### src/rtl/mmp_pkg.sv
package mmp_pkg;

  localparam int OP_W = 8;

  typedef enum logic [1:0] {
    BK_PLAIN    = 2'd0,
    BK_MODE     = 2'd1,
    BK_ESC_OPEN = 2'd2,
    BK_ESC_LAST = 2'd3
  } byte_kind_e;

  typedef struct packed {
    logic long_imm;
    logic long_data;
  } width_sel_t;

  // The four mode codes are the self-copies of the first four registers:
  // 01_rrr_rrr with rrr in 0..3, so bits [5:3] mirror bits [2:0].
  function automatic logic is_mode_code(input logic [OP_W-1:0] b);
    return (b[7:6] == 2'b01) && (b[5] == 1'b0) && (b[5:3] == b[2:0]);
  endfunction

  function automatic width_sel_t code_widths(input logic [OP_W-1:0] b);
    width_sel_t s;
    s.long_data = b[0];
    s.long_imm  = b[1];
    return s;
  endfunction

  function automatic byte_kind_e classify(input logic [OP_W-1:0] b);
    byte_kind_e k;
    if (is_mode_code(b))                       k = BK_MODE;
    else if (b == 8'hDD || b == 8'hFD)         k = BK_ESC_OPEN;
    else if (b == 8'hCB || b == 8'hED)         k = BK_ESC_LAST;
    else                                       k = BK_PLAIN;
    return k;
  endfunction

endpackage

### src/rtl/mmp_byte_class.sv
module mmp_byte_class
  import mmp_pkg::*;
(
  input  logic [OP_W-1:0] op,
  output byte_kind_e      kind,
  output width_sel_t      sel
);
  always_comb begin
    kind = classify(op);
    sel  = code_widths(op);
  end
endmodule

### src/rtl/mmp_mode_reg.sv
module mmp_mode_reg (
  input  logic clk,
  input  logic rst_n,
  input  logic we,
  input  logic d,
  output logic q
);
  always_ff @(posedge clk) begin
    if (!rst_n)  q <= 1'b0;
    else if (we) q <= d;
  end
endmodule

### src/rtl/mmp_seq.sv
module mmp_seq
  import mmp_pkg::*;
(
  input  logic       clk,
  input  logic       rst_n,
  input  logic       stb,
  input  byte_kind_e kind,
  input  width_sel_t sel,
  input  logic       mode_bit,
  output logic       pa_q,
  output logic       ld_q,
  output logic       li_q,
  output logic       ib_q,
  output logic       oe_q,
  output logic       ev_boundary,
  output logic       ev_mode_pref,
  output logic       ev_esc,
  output logic       ev_final,
  output logic       ev_misplaced
);
  logic done_q, esc_q, closed_q;
  logic b_esc, b_closed, b_pa, b_ld, b_li;

  always_comb begin
    ev_boundary  = done_q;
    b_esc        = done_q ? 1'b0     : esc_q;
    b_closed     = done_q ? 1'b0     : closed_q;
    b_pa         = done_q ? 1'b0     : pa_q;
    b_ld         = done_q ? mode_bit : ld_q;
    b_li         = done_q ? mode_bit : li_q;
    ev_mode_pref = (kind == BK_MODE) && !b_esc;
    ev_misplaced = (kind == BK_MODE) && b_esc;
    ev_esc       = ((kind == BK_ESC_OPEN) || (kind == BK_ESC_LAST)) && !b_closed;
    ev_final     = !ev_mode_pref && !ev_esc;
  end

  always_ff @(posedge clk) begin
    if (!rst_n) begin
      done_q   <= 1'b1;
      esc_q    <= 1'b0;
      closed_q <= 1'b0;
      pa_q     <= 1'b0;
      ld_q     <= 1'b0;
      li_q     <= 1'b0;
      ib_q     <= 1'b0;
      oe_q     <= 1'b0;
    end else if (stb) begin
      done_q   <= ev_final;
      esc_q    <= b_esc | ev_esc;
      closed_q <= b_closed | (ev_esc && (kind == BK_ESC_LAST));
      pa_q     <= b_pa | ev_mode_pref;
      ld_q     <= ev_mode_pref ? sel.long_data : b_ld;
      li_q     <= ev_mode_pref ? sel.long_imm  : b_li;
      ib_q     <= !ev_final;
      oe_q     <= ev_misplaced;
    end
  end
endmodule

### src/rtl/mmp_addr_gen.sv
module mmp_addr_gen #(
  parameter int ADDR_W = 24,
  parameter int LOW_W  = 16
) (
  input  logic                    long_data,
  input  logic [ADDR_W-LOW_W-1:0] base,
  input  logic [ADDR_W-1:0]       rv,
  output logic [ADDR_W-1:0]       ea
);
  localparam int HI_W = ADDR_W - LOW_W;

  function automatic logic [ADDR_W-1:0] form_ea(input logic lng,
                                                input logic [HI_W-1:0] b,
                                                input logic [ADDR_W-1:0] r);
    return lng ? r : {b, r[LOW_W-1:0]};
  endfunction

  always_comb ea = form_ea(long_data, base, rv);
endmodule

### src/rtl/mmode_prefix_dec.sv
module mmode_prefix_dec
  import mmp_pkg::*;
#(
  parameter int ADDR_W = 24,
  parameter int LOW_W  = 16
) (
  input  logic                    clk,
  input  logic                    rst_n,
  input  logic                    fetch_stb,
  input  logic [7:0]              opcode,
  input  logic                    adl_we,
  input  logic                    adl_d,
  input  logic [ADDR_W-LOW_W-1:0] mbase,
  input  logic [ADDR_W-1:0]       hl,
  output logic                    adl,
  output logic                    prefix_active,
  output logic                    long_data,
  output logic                    long_imm,
  output logic                    int_block,
  output logic                    order_error,
  output logic [ADDR_W-1:0]       ea
);
  byte_kind_e kind;
  width_sel_t sel;
  logic ev_boundary, ev_mode_pref, ev_esc, ev_final, ev_misplaced;

  mmp_byte_class u_cls (.op(opcode), .kind(kind), .sel(sel));

  mmp_mode_reg u_mode (.clk(clk), .rst_n(rst_n), .we(adl_we), .d(adl_d), .q(adl));

  mmp_seq u_seq (
    .clk(clk), .rst_n(rst_n), .stb(fetch_stb), .kind(kind), .sel(sel),
    .mode_bit(adl),
    .pa_q(prefix_active), .ld_q(long_data), .li_q(long_imm),
    .ib_q(int_block), .oe_q(order_error),
    .ev_boundary(ev_boundary), .ev_mode_pref(ev_mode_pref), .ev_esc(ev_esc),
    .ev_final(ev_final), .ev_misplaced(ev_misplaced)
  );

  mmp_addr_gen #(.ADDR_W(ADDR_W), .LOW_W(LOW_W)) u_ea (
    .long_data(long_data), .base(mbase), .rv(hl), .ea(ea)
  );
endmodule

### config.mk
export PLATFORM = sky130hd
export DESIGN_NAME = mmode_prefix_dec
export DESIGN_NICKNAME = d
export VERILOG_FILES = /design/src/rtl/mmp_pkg.sv /design/src/rtl/mmp_byte_class.sv /design/src/rtl/mmp_mode_reg.sv /design/src/rtl/mmp_seq.sv /design/src/rtl/mmp_addr_gen.sv /design/src/rtl/mmode_prefix_dec.sv
export SDC_FILE = /design/constraint.sdc
export NUM_CORES = 1
export LEC_CHECK = 0
export ABC_AREA = 1
export ABC_CLOCK_PERIOD_IN_PS = 2700
export BUFFER_PORTS_ARGS = -buffer_cell sky130_fd_sc_hd__buf_2
export CORE_UTILIZATION = 38
export CTS_CLUSTER_SIZE = 8
export DETAILED_ROUTE_END_ITERATION = 7
export GPL_TIMING_DRIVEN = 0
export PLACE_DENSITY_LB_ADDON = 0.05
export SETUP_SLACK_MARGIN = 0.2
export SYNTH_ARGS = -nofsm -noshare
export SYNTH_HDL_FRONTEND = slang
export SYNTH_SLANG_ARGS = --single-unit
### constraint.sdc
create_clock -name clk -period 2.7 [get_ports clk]
set_input_delay 0.135 -clock clk [delete_from_list [all_inputs] [get_ports clk]]
set_output_delay 0.135 -clock clk [all_outputs]
set_load 0.03 [all_outputs]
# == Word-level counts from Yosys, hierarchy flattened ==
# Cells that the tools add are included.
# word_totals
regBits,9
elab_cells,49
# op_classes
n_eq_ne,9
mux,10
bitwise,4
reduce_logical,17
# op_table
op,n
$eq 8x8->1 const B,4
$mux 24,1
$logic_and 1x1->1,7
$mux 1,6
$mux 2,3
$logic_not 1->1,5
$eq 2x1->1 const B,2
$eq 2x2->1 const B,2
$eq 3x3->1,1
$logic_or 1x1->1,3
$or 1x1->1,3
$reduce_and 2->1,1
$reduce_bool 2->1,1
$not 1->1,1

# == Depth between registers and ports, before layout ==
# Gate-level depths: netlist (run 1).
# depth
depth_word,11
ltp_mapped,9
mapped_depth_nobuf,9

# == Modules after synthesis ==
# Synthesis (run 1) repeated with hierarchy kept, for this count alone.
# unflattened
cells_unflattened,139
hier_area_um2,805.8
# modules_own_cells
module,instances,cells_per_inst,area_per_inst_um2
mmp_seq,1,57,394.1
mmp_addr_gen,1,42,225.2
mmp_byte_class,1,34,145.1
mmp_mode_reg,1,6,41.3

# == Least setup slack after synthesis (run 1) ==
# OpenSTA, ideal clock, no wires.
# synth_timing
path_kind,register to output
startpoint,register u_seq.ld_q
endpoint,output ea[16]
arrival_time_ps,1276
required_ps,2565
path_slack_ps,1289
stages_incl_launch_ff,5
n_path_buf,1
path_cell_list,dfxtp_1 -> clkbuf_1 -> clkinv_1 -> nand2_1 -> nand2_1
# synth_via
elab_chain_cells,1
# synth_lines
element,line,text
from (decl),mmp_seq.sv:11,"output logic ld_q,"
from (signal assigned),mmp_seq.sv:52,ld_q <= ev_mode_pref ? sel.long_data : b_ld;
$mux 24,mmp_addr_gen.sv:15,"return lng ? r : {b, r[LOW_W-1:0]};"
to (decl),mmode_prefix_dec.sv:21,output logic [ADDR_W-1:0] ea
# Every way passes these cells.

# == Final worst setup path (run 1) ==
# layout_timing
startpoint,register u_seq.ld_q
endpoint,output ea[20]
# Same word-level chain as after synthesis.

==> impl_metrics.prom, run 1 <==
# TYPE chip_impl_metric gauge
chip_impl_info{name="run_status",value="finished, final reports clean"} 1
chip_impl_metric{name="fin_skew",unit="ps"} 3.380
chip_impl_metric{name="clock_insertion_delay_worst_skew",unit="ps"} 260
chip_impl_metric{name="die-area",unit="um^2"} 2164
chip_impl_metric{name="dp_cells",unit=""} 212
chip_impl_metric{name="timing.fmax",unit="MHz"} 608.1
chip_impl_metric{name="detail_route.iter0.violations",unit=""} 8
chip_impl_metric{name="leakage",unit="uW"} 0.0006572
chip_impl_metric{name="synthCells",unit=""} 130
chip_impl_metric{name="yosysWarningCount",unit=""} 0
chip_impl_metric{name="report.final.setup_viol",unit=""} 0
chip_impl_metric{name="antenna_cells",unit=""} 0
chip_impl_info{name="ff_to_ff_start",value="u_seq.ld_q"} 1
chip_impl_metric{name="cts_buffers",unit=""} 3
chip_impl_info{name="yosysMostFrequentCell",value="sky130_fd_sc_hd__nand2_1"} 1
chip_impl_metric{name="synth.ff_latch_count",unit=""} 9
chip_impl_metric{name="synth_cell_type_count",unit=""} 19
chip_impl_metric{name="placement.io_buffers",unit=""} 57
chip_impl_metric{name="antenna_left",unit=""} 0
chip_impl_info{name="startpoint",value="u_seq.ld_q"} 1
chip_impl_metric{name="chipWidth",unit="um"} 46.52
chip_impl_metric{name="signed_area_change_from_the_synthesized_netlist_to_the_final_layout",unit="%"} 45.51
chip_impl_info{name="ctsRootBufferMaster",value="sky130_fd_sc_hd__clkbuf_4"} 1
chip_impl_metric{name="routed_wl",unit="um"} 1845
chip_impl_metric{name="fin_tns_setup",unit="ps"} 0
chip_impl_metric{name="tritoncts_num_sinks",unit=""} 9
chip_impl_metric{name="combinationalPowerShare",unit=""} 0.419
chip_impl_metric{name="tightestPinTransition",unit="ps"} 349.5
chip_impl_metric{name="seq_area_frac_synth",unit=""} 0.2392
chip_impl_metric{name="post_cts_hold_buffer_count",unit=""} 0
chip_impl_metric{name="reg2reg_slack",unit="ps"} 1440
chip_impl_metric{name="seqPwrFrac",unit=""} 0.340
chip_impl_metric{name="total_half_perimeter_wirelength_after_legalization_and_detailed_placement",unit="um"} 1590
chip_impl_info{name="dr.max_layer_used",value="met3"} 1
chip_impl_metric{name="final_standard_cell_area_without_fillers",unit="um^2"} 1096
chip_impl_metric{name="cts-htree-levels",unit=""} 1
chip_impl_metric{name="maxCapViolations",unit=""} 0
chip_impl_metric{name="drt_pre_antenna_iters",unit=""} 4
chip_impl_metric{name="critPathMaxFanout",unit=""} 9
chip_impl_info{name="clock_tree_from_tritoncts",value="yes"} 1
chip_impl_metric{name="routed-wl-met2",unit="um"} 834
chip_impl_info{name="synth.area.top_cells",value="sky130_fd_sc_hd__nand2_1 27%, sky130_fd_sc_hd__dfxtp_1 24%, sky130_fd_sc_hd__buf_4 16%"} 1
chip_impl_metric{name="fin_cells",unit=""} 216
chip_impl_info{name="critical_path.startpoint_type",value="flop"} 1
chip_impl_metric{name="finalWorstPathRequiredPeriod",unit="ps"} 1644
chip_impl_metric{name="io-pin-count",unit=""} 75
chip_impl_metric{name="wirelength_met1",unit="um"} 768
chip_impl_metric{name="cell_internal_pwr",unit="uW"} 256.8
chip_impl_metric{name="rows",unit=""} 15
chip_impl_metric{name="yosysTopAreaCellShare",unit=""} 0.2691
chip_impl_info{name="synth_flop_cell",value="sky130_fd_sc_hd__dfxtp_1"} 1
chip_impl_metric{name="cts_resized",unit=""} 0
chip_impl_metric{name="ff2ff_path_depth",unit=""} 5
chip_impl_metric{name="worst-endpoint-arrival",unit="ps"} 1510
chip_impl_metric{name="routed_wire_length_per_instance",unit="um"} 8.542
chip_impl_metric{name="grt_pass1_vias",unit=""} 722
chip_impl_metric{name="layout-drive-gt1-share",unit=""} 0.4293
chip_impl_metric{name="dr_wl_met3",unit="um"} 243
chip_impl_info{name="synthTopCellsByCount",value="54 x sky130_fd_sc_hd__nand2_1, 16 x sky130_fd_sc_hd__buf_4, 12 x sky130_fd_sc_hd__nor2_1, 10 x sky130_fd_sc_hd__inv_1, 9 x sky130_fd_sc_hd__dfxtp_1"} 1
chip_impl_info{name="post-synth-top-area-cell",value="sky130_fd_sc_hd__nand2_1"} 1
chip_impl_metric{name="power_density",unit="nW/um^2"} 374.2
chip_impl_metric{name="avgSynthCellArea",unit="um^2"} 5.794
chip_impl_metric{name="mappedNetlistNets",unit=""} 175
chip_impl_metric{name="synth_edf_count",unit=""} 0
chip_impl_info{name="timing_worst_setup_path_type",value="flop to output port"} 1
chip_impl_metric{name="grt_max_degree",unit=""} 10
chip_impl_metric{name="start_util",unit=""} 0.4225
chip_impl_metric{name="routabilityCongestion",unit=""} 0.8277
chip_impl_metric{name="clock_power_share",unit=""} 0.242
chip_impl_metric{name="layout.nets",unit=""} 237
chip_impl_metric{name="number_of_antenna_violations_at_the_first_check_in_global_routing",unit=""} 0
chip_impl_info{name="setup.worst_path.end_class",value="output port"} 1
chip_impl_metric{name="grt_overflow_total",unit=""} 0
chip_impl_metric{name="drc",unit=""} 0
chip_impl_metric{name="post-route-util",unit=""} 0.6147
chip_impl_metric{name="maxSlewViolCount",unit=""} 0
chip_impl_info{name="setup.worst_path.end",value="ea[20]"} 1
chip_impl_info{name="unrepaired_setup_endpoints_after_global_routing",value="no"} 1
chip_impl_metric{name="ir_worst_vdd",unit="mV"} 0.3335
chip_impl_metric{name="worst_setup_hold_path_clk_slew",unit="ps"} 60
chip_impl_metric{name="num_vias",unit=""} 932
chip_impl_metric{name="postPlaceCellArea",unit="um^2"} 1070
chip_impl_metric{name="power.share.switching",unit=""} 0.3741
chip_impl_metric{name="cp_data_required_time",unit="ps"} 2570
chip_impl_metric{name="synthesis.area",unit="um^2"} 753.2
chip_impl_metric{name="fp.dieH",unit="um"} 46.52
chip_impl_metric{name="placeableCoreArea",unit="um^2"} 1783
chip_impl_metric{name="async_sr_flop_fraction",unit=""} 0
chip_impl_metric{name="relative_slew_slack",unit=""} 0.7653
chip_impl_info{name="timing.hold.worst.class",value="input pin to flop"} 1
chip_impl_metric{name="gr-usage-all-layers",unit=""} 0.1705
chip_impl_metric{name="min_period_over_period",unit=""} 0.6091
chip_impl_metric{name="grt_pass1_wl",unit="um"} 2649
chip_impl_metric{name="ctsLongestPathBuffers",unit=""} 2
chip_impl_metric{name="switchingPower",unit="uW"} 153.4
chip_impl_metric{name="route.detailed.vias_per_inst",unit=""} 4.315
chip_impl_info{name="r2r-end",value="u_seq.ld_q"} 1
chip_impl_metric{name="final_hold_viol_count",unit=""} 0
chip_impl_metric{name="cts_setup_buffers",unit=""} 0
worst max-delay path: stages (launching register included):
cell	delay, ps
sky130_fd_sc_hd__dfxtp_1	320
sky130_fd_sc_hd__clkbuf_1	280
sky130_fd_sc_hd__clkinv_1	310
sky130_fd_sc_hd__nand2_1	130
sky130_fd_sc_hd__nand2_1	50
sky130_fd_sc_hd__buf_2	170
cells by family (layout without fill, tap and decap cells):
logic type | after synthesis | count (layout) | synth area share
flops | 9 | 9 | 0.2392
buf+inv | 30 | 91 | 0.2309
compound gates | 8 | 8 | 0.05648
xor+xnor | 1 | 1 | 0.01163
simple gates | 82 | 82 | 0.4618
worst min-delay path by stage:
| stage | start | endpoint | slack [ps] | cells past startpoint |
|---|---|---|---|---|
| final | adl_we | u_mode.q | 80 | 2 |
| after floorplan | rst_n | u_seq.ev_boundary | 200 | 1 |
| after global routing | adl_we | u_mode.q | 70 | 2 |
| after global placement | adl_we | u_mode.q | 320 | 2 |
| after detailed placement | adl_we | u_mode.q | 340 | 2 |
| after CTS | adl_we | u_mode.q | 70 | 2 |
cell type report:
| class | count | area, um^2 |
|---|---|---|
| multi-input cells | 91 | 399.1 |
| clock buffers | 4 | 26.28 |
| fillers | 182 | 686.9 |
| flip-flops and latches | 9 | 180.2 |
| repair buffers | 57 | 285.3 |
| well taps | 25 | 31.28 |
| inverters | 12 | 45.04 |
| plain buffers | 18 | 128.9 |
layer usage:
layer  up-vias  track usage
met5         -            0
met4         0      0.04706
met3         0      0.09020
met2        50       0.3139
met1       369       0.1608
li1        513            -
stage by stage:
step	setup WS, ps	hold WS [ps]	power, uW
CTS	1027	66.83	414.9
global placement	1298	322.8	313.2
floorplan	1289	204.0	259.3
detailed placement	1314	335.6	314.6
global route	889.0	68.92	445.0
finish	1056	75.15	410.2
power groups by stage:
stage	registers, uW	clock network [uW]	logic [uW]
floorplan	150	0	109
global placement	142	0	171
detailed placement	142	0	172
CTS	139	103	173
global route	140	117	188
finish	139	99.2	172
state kept, by name, summed over array words and instances, names as in the netlist:
signal             count
u_seq.oe_q             1
u_mode.q               1
u_seq.closed_q         1
u_seq.ld_q             1
u_seq.li_q             1
u_seq.ib_q             1
u_seq.ev_boundary      1
u_seq.pa_q             1
u_seq.esc_q            1
cell usage in the layout, fill, tap and decap left out, drive strengths merged:
cell type	synthesis	routed
xnor2	1	1
clkinv	1	1
nand4	4	4
dfxtp	9	9
inv	11	11
nor3	2	2
nand3	7	7
a21oi	5	5
nor2	13	13
o21ai	2	2
nand2	56	56
o211ai	1	1
clkbuf	2	6
buf	16	73
Note: power is estimated with default switching activity, not from simulation.
==> inputs of run 2 (changes only) <==
--- a/config.mk
+++ b/config.mk
@@ -5,10 +5,10 @@
 export SDC_FILE = /design/constraint.sdc
 export NUM_CORES = 1
 export LEC_CHECK = 0
-export ABC_AREA = 1
-export ABC_CLOCK_PERIOD_IN_PS = 2700
+export ABC_AREA = 0
+export ABC_CLOCK_PERIOD_IN_PS = 1500
 export BUFFER_PORTS_ARGS = -buffer_cell sky130_fd_sc_hd__buf_2
-export CORE_UTILIZATION = 38
+export CORE_UTILIZATION = 31
 export CTS_CLUSTER_SIZE = 8
 export DETAILED_ROUTE_END_ITERATION = 7
 export GPL_TIMING_DRIVEN = 0
==> constraint.sdc (replaced) <==
create_clock -name clk -period 1.5 [get_ports clk]
set_input_delay 0.075 -clock clk [delete_from_list [all_inputs] [get_ports clk]]
set_output_delay 0.075 -clock clk [all_outputs]
set_load 0.03 [all_outputs]
==> impl_metrics.prom, run 2 <==
# TYPE chip_impl_metric gauge
chip_impl_metric{name="num_vias",unit=""} 808
chip_impl_metric{name="avgSynthCellArea",unit="um^2"} 8.611
chip_impl_metric{name="signed_area_change_from_the_synthesized_netlist_to_the_final_layout",unit="%"} 59.32
chip_impl_metric{name="yosysWarningCount",unit=""} 0
chip_impl_metric{name="grt_pass1_wl",unit="um"} 2925
chip_impl_info{name="cp_cell_sequence",value="buf_6, mux2_2, buf_6"} 1
chip_impl_metric{name="synth_edf_count",unit=""} 0
chip_impl_metric{name="synthCells",unit=""} 85
chip_impl_metric{name="fin_cells",unit=""} 176
chip_impl_metric{name="placeableCoreArea",unit="um^2"} 2212
chip_impl_metric{name="grt_pass1_vias",unit=""} 687
chip_impl_metric{name="min_period_over_period",unit=""} 0.8588
chip_impl_metric{name="chipWidth",unit="um"} 50.59
chip_impl_info{name="critical_path.startpoint_type",value="flop"} 1
chip_impl_metric{name="postPlaceCellArea",unit="um^2"} 1052
chip_impl_metric{name="cts_buffers",unit=""} 3
chip_impl_metric{name="route.detailed.vias_per_inst",unit=""} 4.591
chip_impl_metric{name="final_standard_cell_area_without_fillers",unit="um^2"} 1166
chip_impl_metric{name="grt_overflow_total",unit=""} 0
chip_impl_info{name="worst_path_max_delay_cell",value="sky130_fd_sc_hd__dfxtp_2"} 1
chip_impl_metric{name="io-pin-count",unit=""} 75
chip_impl_metric{name="tightestPinTransition",unit="ps"} 347.6
chip_impl_metric{name="report.final.setup_viol",unit=""} 0
chip_impl_metric{name="antenna_left",unit=""} 0
chip_impl_metric{name="routed_wire_length_per_instance",unit="um"} 11.06
chip_impl_info{name="layout_common_cells",value="50 x sky130_fd_sc_hd__buf_2, 17 x sky130_fd_sc_hd__buf_4, 10 x sky130_fd_sc_hd__buf_6"} 1
chip_impl_metric{name="synth_cell_type_count",unit=""} 28
chip_impl_metric{name="clock_insertion_delay_worst_skew",unit="ps"} 270
chip_impl_metric{name="fin_tns_setup",unit="ps"} 0
chip_impl_metric{name="detail_route.iter0.violations",unit=""} 5
chip_impl_metric{name="ctsLongestPathBuffers",unit=""} 2
chip_impl_metric{name="antenna_cells",unit=""} 0
chip_impl_info{name="setup.worst_path.end_class",value="output port"} 1
chip_impl_metric{name="dr_wl_met3",unit="um"} 206
chip_impl_info{name="dr.max_layer_used",value="met4"} 1
chip_impl_metric{name="cpPeakStageDelay",unit="ps"} 350
chip_impl_metric{name="rows",unit=""} 17
chip_impl_metric{name="wirelength_met1",unit="um"} 752
chip_impl_info{name="final_common_cell",value="sky130_fd_sc_hd__buf_2"} 1
chip_impl_metric{name="tritoncts_num_sinks",unit=""} 9
chip_impl_metric{name="routabilityCongestion",unit=""} 0.7767
chip_impl_info{name="run_status",value="finished, final reports clean"} 1
chip_impl_metric{name="routed-wl-met2",unit="um"} 970
chip_impl_metric{name="leakage",unit="uW"} 0.0005780
chip_impl_metric{name="cp_data_required_time",unit="ps"} 1420
chip_impl_info{name="post-synth-top-area-cell",value="sky130_fd_sc_hd__dfxtp_1"} 1
chip_impl_metric{name="fp.dieH",unit="um"} 50.59
chip_impl_info{name="path_delay_family",value="flip-flops"} 1
chip_impl_info{name="path_common_cell",value="sky130_fd_sc_hd__buf_6"} 1
chip_impl_metric{name="layout.nets",unit=""} 194
chip_impl_metric{name="fillers",unit=""} 218
chip_impl_metric{name="power_density",unit="nW/um^2"} 660.4
chip_impl_metric{name="gr-usage-all-layers",unit=""} 0.1532
chip_impl_metric{name="grt_max_degree",unit=""} 11
chip_impl_metric{name="combined_area_of_the_multi_input_logic_cells",unit="um^2"} 429.2
chip_impl_metric{name="cts-htree-levels",unit=""} 1
chip_impl_metric{name="critPathMaxFanout",unit=""} 5
chip_impl_metric{name="synthesis.area",unit="um^2"} 732.0
chip_impl_info{name="ctsRootBufferMaster",value="sky130_fd_sc_hd__clkbuf_4"} 1
chip_impl_metric{name="layout-drive-gt1-share",unit=""} 0.6149
chip_impl_metric{name="worst_path_bufs_invs",unit=""} 2
chip_impl_metric{name="total_half_perimeter_wirelength_after_legalization_and_detailed_placement",unit="um"} 1500
chip_impl_metric{name="worst-endpoint-arrival",unit="ps"} 1210
chip_impl_metric{name="post_cts_hold_buffer_count",unit=""} 0
chip_impl_metric{name="drt_pre_antenna_iters",unit=""} 4
chip_impl_metric{name="maxCapViolations",unit=""} 0
chip_impl_metric{name="die-area",unit="um^2"} 2559
chip_impl_info{name="unrepaired_setup_endpoints_after_global_routing",value="yes"} 1
chip_impl_metric{name="relative_slew_slack",unit=""} 0.7650
chip_impl_info{name="yosysMostFrequentCell",value="sky130_fd_sc_hd__buf_4"} 1
chip_impl_metric{name="dp_cells",unit=""} 170
chip_impl_metric{name="finalWorstPathRequiredPeriod",unit="ps"} 1288
chip_impl_metric{name="synth.ff_latch_count",unit=""} 9
chip_impl_metric{name="final-seq-area",unit="um^2"} 181.4
chip_impl_info{name="timing_worst_setup_path_type",value="flop to output port"} 1
chip_impl_metric{name="async_sr_flop_fraction",unit=""} 0
chip_impl_metric{name="ir_worst_vdd",unit="mV"} 0.3723
chip_impl_metric{name="routed_wl",unit="um"} 1947
chip_impl_info{name="synth_flop_cell",value="sky130_fd_sc_hd__dfxtp_1"} 1
chip_impl_metric{name="drc",unit=""} 0
chip_impl_metric{name="final_hold_viol_count",unit=""} 0
chip_impl_metric{name="mappedNetlistNets",unit=""} 130
chip_impl_metric{name="maxSlewViolCount",unit=""} 0
chip_impl_metric{name="fin_skew",unit="ps"} 9.037
chip_impl_metric{name="placement.io_buffers",unit=""} 57
chip_impl_info{name="clock_tree_from_tritoncts",value="yes"} 1
chip_impl_metric{name="timing.fmax",unit="MHz"} 776.3
chip_impl_metric{name="start_util",unit=""} 0.3309
chip_impl_metric{name="seq_area_frac_synth",unit=""} 0.2462
chip_impl_info{name="synthTopCellsByCount",value="16 x sky130_fd_sc_hd__buf_4, 9 x sky130_fd_sc_hd__dfxtp_1, 8 x sky130_fd_sc_hd__mux2_2, 6 x sky130_fd_sc_hd__nand2_1, 6 x sky130_fd_sc_hd__nor2b_1"} 1
chip_impl_metric{name="yosysTopAreaCellShare",unit=""} 0.2462
chip_impl_metric{name="number_of_antenna_violations_at_the_first_check_in_global_routing",unit=""} 0
chip_impl_metric{name="worst_setup_hold_path_clk_slew",unit="ps"} 60
chip_impl_info{name="timing.hold.worst.class",value="input pin to flop"} 1
chip_impl_info{name="synth.area.top_cells",value="sky130_fd_sc_hd__dfxtp_1 25%, sky130_fd_sc_hd__buf_4 16%, sky130_fd_sc_hd__mux2_2 12%"} 1
-- run 2: cell count changes after synthesis, moves of 4 or more --
cell / before / now
sky130_fd_sc_hd__a21oi_1: 5 / 0
sky130_fd_sc_hd__and2_1: 0 / 4
sky130_fd_sc_hd__inv_1: 10 / 1
sky130_fd_sc_hd__mux2_2: 0 / 8
sky130_fd_sc_hd__nand2_1: 54 / 6
sky130_fd_sc_hd__nand3_1: 7 / 1
sky130_fd_sc_hd__nor2_1: 12 / 3
sky130_fd_sc_hd__nor2b_1: 0 / 6
-- run 2: power breakdown --
part / internal, uW / switching [uW]
Clock: 103 / 85.1
Combinational: 156 / 176
Sequential: 246 / 5.33
-- run 2: cell type report --
type,instances,share of cell area
Multi-Input combinational cell,57,0.3680
Timing Repair Buffer,59,0.3036
Sequential cell,9,0.1556
Buffer,18,0.1170
Tap cell,28,0.03004
Clock buffer,4,0.02253
Inverter,1,0.003219
-- run 2: worst paths after layout --
kind                          start           endpoint  slack [ps]  cells after the start
setup / recovery         u_seq.ld_q             ea[16]         210                      3
hold / removal                rst_n  u_seq.ev_boundary          60                      2
setup reg to reg  u_seq.ev_boundary         u_seq.ld_q         340                      4
hold reg to reg          u_seq.li_q         u_seq.li_q         570                      2
-- run 2: cells by family after synthesis --
logic type      count (synthesis)  synth area share
compound gates                 12            0.1197
xor+xnor                        3           0.03590
buf+inv                        19            0.1829
flops                           9            0.2462
mux                            11            0.1641
simple gates                   31            0.2513
-- run 2: what timing repair did --
item                       in CTS  in global routing
setup buffers                   0                  1
setup endpoints to repair       8                  8
gates resized for setup        21                  3
cloned                          1                  0
-- run 2: through the flow --
step | worst slack [ps] | total power, uW | hold WS (ps) | util
CTS | 204.3 | 772.0 | 65.57 | 0.5187
global route | 169.6 | 814.8 | 77.64 | 0.5271
floorplan | 259.7 | 453.1 | 151.2 | -
finish | 211.8 | 770.1 | 62.85 | 0.5271
global placement | 89.55 | 544.4 | 337.1 | 0.4757
detailed placement | 70.82 | 547.1 | 343.1 | 0.4757
-- run 2: per-layer routing --
metal  vias up  global-route usage
li1        414                   -
met1       344              0.1459
met2        48              0.2867
met3         2             0.05758
met4         0             0.06944
met5         -                   0
==> inputs of run 3 (changes only) <==
--- a/config.mk
+++ b/config.mk
@@ -8,7 +8,7 @@
 export ABC_AREA = 0
 export ABC_CLOCK_PERIOD_IN_PS = 1500
 export BUFFER_PORTS_ARGS = -buffer_cell sky130_fd_sc_hd__buf_2
-export CORE_UTILIZATION = 31
+export CORE_UTILIZATION = 33
 export CTS_CLUSTER_SIZE = 8
 export DETAILED_ROUTE_END_ITERATION = 7
 export GPL_TIMING_DRIVEN = 0
@@ -16,4 +16,5 @@
 export SETUP_SLACK_MARGIN = 0.2
 export SYNTH_ARGS = -nofsm -noshare
 export SYNTH_HDL_FRONTEND = slang
+export SYNTH_HIERARCHICAL = 1
 export SYNTH_SLANG_ARGS = --single-unit
==> impl_metrics.prom, run 3 <==
# TYPE chip_impl_metric gauge
chip_impl_info{name="run_status",value="finished, final reports clean"} 1
chip_impl_info{name="worst_path_max_delay_cell",value="sky130_fd_sc_hd__dfxtp_2"} 1
chip_impl_metric{name="signed_area_change_from_the_synthesized_netlist_to_the_final_layout",unit="%"} 57.81
chip_impl_info{name="layout_common_cells",value="47 x sky130_fd_sc_hd__buf_2, 21 x sky130_fd_sc_hd__buf_4, 11 x sky130_fd_sc_hd__buf_6"} 1
chip_impl_metric{name="report.final.setup_viol",unit=""} 0
chip_impl_metric{name="io-pin-count",unit=""} 75
chip_impl_metric{name="cp_data_required_time",unit="ps"} 1420
chip_impl_metric{name="cpPeakStageDelay",unit="ps"} 340
chip_impl_info{name="r2r-end",value="u_seq/li_q"} 1
chip_impl_metric{name="final_hold_viol_count",unit=""} 0
chip_impl_metric{name="grt_pass1_wl",unit="um"} 3105
chip_impl_info{name="ff_to_ff_start",value="u_seq/esc_q"} 1
chip_impl_metric{name="post-route-util",unit=""} 0.5605
chip_impl_metric{name="tightestPinTransition",unit="ps"} 335.5
chip_impl_metric{name="leakage",unit="uW"} 0.0006183
chip_impl_metric{name="layout.nets",unit=""} 192
chip_impl_metric{name="number_of_antenna_violations_at_the_first_check_in_global_routing",unit=""} 0
chip_impl_metric{name="postPlaceCellArea",unit="um^2"} 1144
chip_impl_metric{name="critPathMaxFanout",unit=""} 8
chip_impl_info{name="path_delay_family",value="flip-flops"} 1
chip_impl_metric{name="reg2reg_slack",unit="ps"} 480
chip_impl_info{name="timing_worst_setup_path_type",value="flop to output port"} 1
chip_impl_metric{name="ff2ff_path_depth",unit=""} 3
chip_impl_metric{name="ctsLongestPathBuffers",unit=""} 2
chip_impl_metric{name="relative_slew_slack",unit=""} 0.7760
chip_impl_metric{name="antenna_left",unit=""} 0
chip_impl_metric{name="drc",unit=""} 0
chip_impl_metric{name="drt_pre_antenna_iters",unit=""} 3
chip_impl_metric{name="fp.dieH",unit="um"} 51.26
chip_impl_info{name="unrepaired_setup_endpoints_after_global_routing",value="yes"} 1
chip_impl_info{name="cp_cell_sequence",value="buf_8, mux2_4, buf_6"} 1
chip_impl_metric{name="tritoncts_num_sinks",unit=""} 9
chip_impl_metric{name="power_density",unit="nW/um^2"} 621.6
chip_impl_info{name="timing.hold.worst.class",value="input pin to flop"} 1
chip_impl_metric{name="worst-endpoint-arrival",unit="ps"} 1200
chip_impl_metric{name="cts_buffers",unit=""} 3
chip_impl_metric{name="final.hold.worst_slack",unit="ps"} 78.40
chip_impl_metric{name="routabilityCongestion",unit=""} 0.8051
chip_impl_metric{name="maxSlewViolCount",unit=""} 0
chip_impl_metric{name="maxCapViolations",unit=""} 0
chip_impl_metric{name="clock_insertion_delay_worst_skew",unit="ps"} 260
chip_impl_metric{name="fin_skew",unit="ps"} 5.711
chip_impl_info{name="clock_tree_from_tritoncts",value="yes"} 1
chip_impl_metric{name="minimum_setup_slack_after_placement",unit="ps"} -121.7
chip_impl_metric{name="power",unit="uW"} 785.5
chip_impl_metric{name="routed_wire_length_per_instance",unit="um"} 11.12
chip_impl_metric{name="timing.fmax",unit="MHz"} 784.9
chip_impl_metric{name="yosysWarningCount",unit=""} 6
chip_impl_metric{name="placement.io_buffers",unit=""} 57
chip_impl_metric{name="antenna_cells",unit=""} 0
chip_impl_metric{name="die-area",unit="um^2"} 2628
chip_impl_metric{name="routed_wl",unit="um"} 1935
chip_impl_info{name="critical_path.startpoint_type",value="flop"} 1
chip_impl_metric{name="synthCells",unit=""} 82
chip_impl_metric{name="route.detailed.vias_per_inst",unit=""} 4.810
chip_impl_metric{name="layout_setup_ws",unit="ps"} 225.9
chip_impl_metric{name="worst_path_bufs_invs",unit=""} 2
chip_impl_metric{name="layout-drive-gt1-share",unit=""} 0.6781
chip_impl_metric{name="worst_setup_hold_path_clk_slew",unit="ps"} 60
chip_impl_metric{name="gr-usage-all-layers",unit=""} 0.1528
chip_impl_metric{name="grt_overflow_total",unit=""} 0
chip_impl_metric{name="synthesis.area",unit="um^2"} 800.8
chip_impl_metric{name="post_cts_hold_buffer_count",unit=""} 0
chip_impl_metric{name="rows",unit=""} 17
chip_impl_info{name="whs_endpoint",value="u_mode/q"} 1
chip_impl_info{name="worst_hold_startpoint",value="adl_d"} 1
chip_impl_metric{name="grt_pass1_vias",unit=""} 745
chip_impl_metric{name="min_period_over_period",unit=""} 0.8494
chip_impl_metric{name="detail_route.iter0.violations",unit=""} 4
chip_impl_info{name="setup.worst_path.end_class",value="output port"} 1
chip_impl_metric{name="finalWorstPathRequiredPeriod",unit="ps"} 1274
chip_impl_metric{name="mappedNetlistNets",unit=""} 127
chip_impl_metric{name="cts-htree-levels",unit=""} 1
chip_impl_metric{name="chipWidth",unit="um"} 51.26
chip_impl_metric{name="avgSynthCellArea",unit="um^2"} 9.765
chip_impl_info{name="final_common_cell",value="sky130_fd_sc_hd__buf_2"} 1
chip_impl_info{name="ctsRootBufferMaster",value="sky130_fd_sc_hd__clkbuf_4"} 1
chip_impl_metric{name="whs_path_depth",unit=""} 3
chip_impl_metric{name="placeableCoreArea",unit="um^2"} 2255
chip_impl_metric{name="ir_worst_vdd",unit="mV"} 0.4412
chip_impl_metric{name="num_vias",unit=""} 837
chip_impl_metric{name="final_standard_cell_area_without_fillers",unit="um^2"} 1264
chip_impl_metric{name="fillers",unit=""} 223
chip_impl_metric{name="grt_max_degree",unit=""} 11
chip_impl_metric{name="start_util",unit=""} 0.3552
==> run 3: cell count changes in the layout (fill, tap and decap cells not counted), sizes merged, moves of 2 or more <==
| cell | delta |
|---|---|
| and4bb | +2 |
| nor3 | -4 |
| buf | +4 |
| nand2 | -4 |
| nor2 | -2 |
| a32oi | +4 |
| and2 | -3 |
| a31oi | +2 |
| a211oi | -2 |
| xor2 | -2 |
| nand2b | +3 |
==> run 3: through the flow <==
stage	TNS, ps	std cells
6_report	0	174
5_1_grt	0	174
4_1_cts	0	173
3_5_place_dp	-235.9	167
3_3_place_gp	-244.1	167
2_1_floorplan	0	82
==> run 3: routing by layer <==
layer  global-route usage  up-vias  part of all wire
met5                    0        -                 0
met4              0.06757        0             0.014
met3              0.03869        4             0.099
met2               0.2675       41              0.50
met1               0.1729      381              0.39
li1                     -      411                 -
==> run 3: worst reg2reg max path: stages (launching register included) <==
cell and delay [ps]:
sky130_fd_sc_hd__dfxtp_1 390, sky130_fd_sc_hd__and4bb_1 230, sky130_fd_sc_hd__o31ai_1 220, sky130_fd_sc_hd__a31oi_1 60
==> run 3: layout make-up <==
type	count	area, um^2	share of cell area
plain buffers	21	172.7	0.1366
repair buffers	60	374.1	0.2960
clock buffers	4	26.28	0.02079
multi-input cells	52	474.2	0.3752
flip-flops and latches	9	181.4	0.1436
well taps	28	35.03	0.02772
==> run 3: repair_timing <==
| action | in CTS | in global routing |
|---|---|---|
| gates resized for setup | 5 | 25 |
| setup endpoints to repair | 10 | 14 |
| pin swaps | 1 | 3 |
| buffers inserted | 2 | 1 |
==> run 3: worst max path at each step <==
stage / start / to / cells after the start
4_1_cts: u_seq/ld_q / ea[17] / 3
3_5_place_dp: opcode[5] / u_seq/li_q / 7
5_1_grt: opcode[5] / u_seq/oe_q / 8
3_3_place_gp: opcode[5] / u_seq/li_q / 7
6_report: u_seq/ld_q / ea[17] / 3
2_1_floorplan: opcode[7] / u_seq/ld_q / 6
==> run 3: power breakdown <==
group	total [uW]	switching (uW)	internal (uW)
clock network	188	85.5	103
logic	347	174	173
registers	251	4.63	246
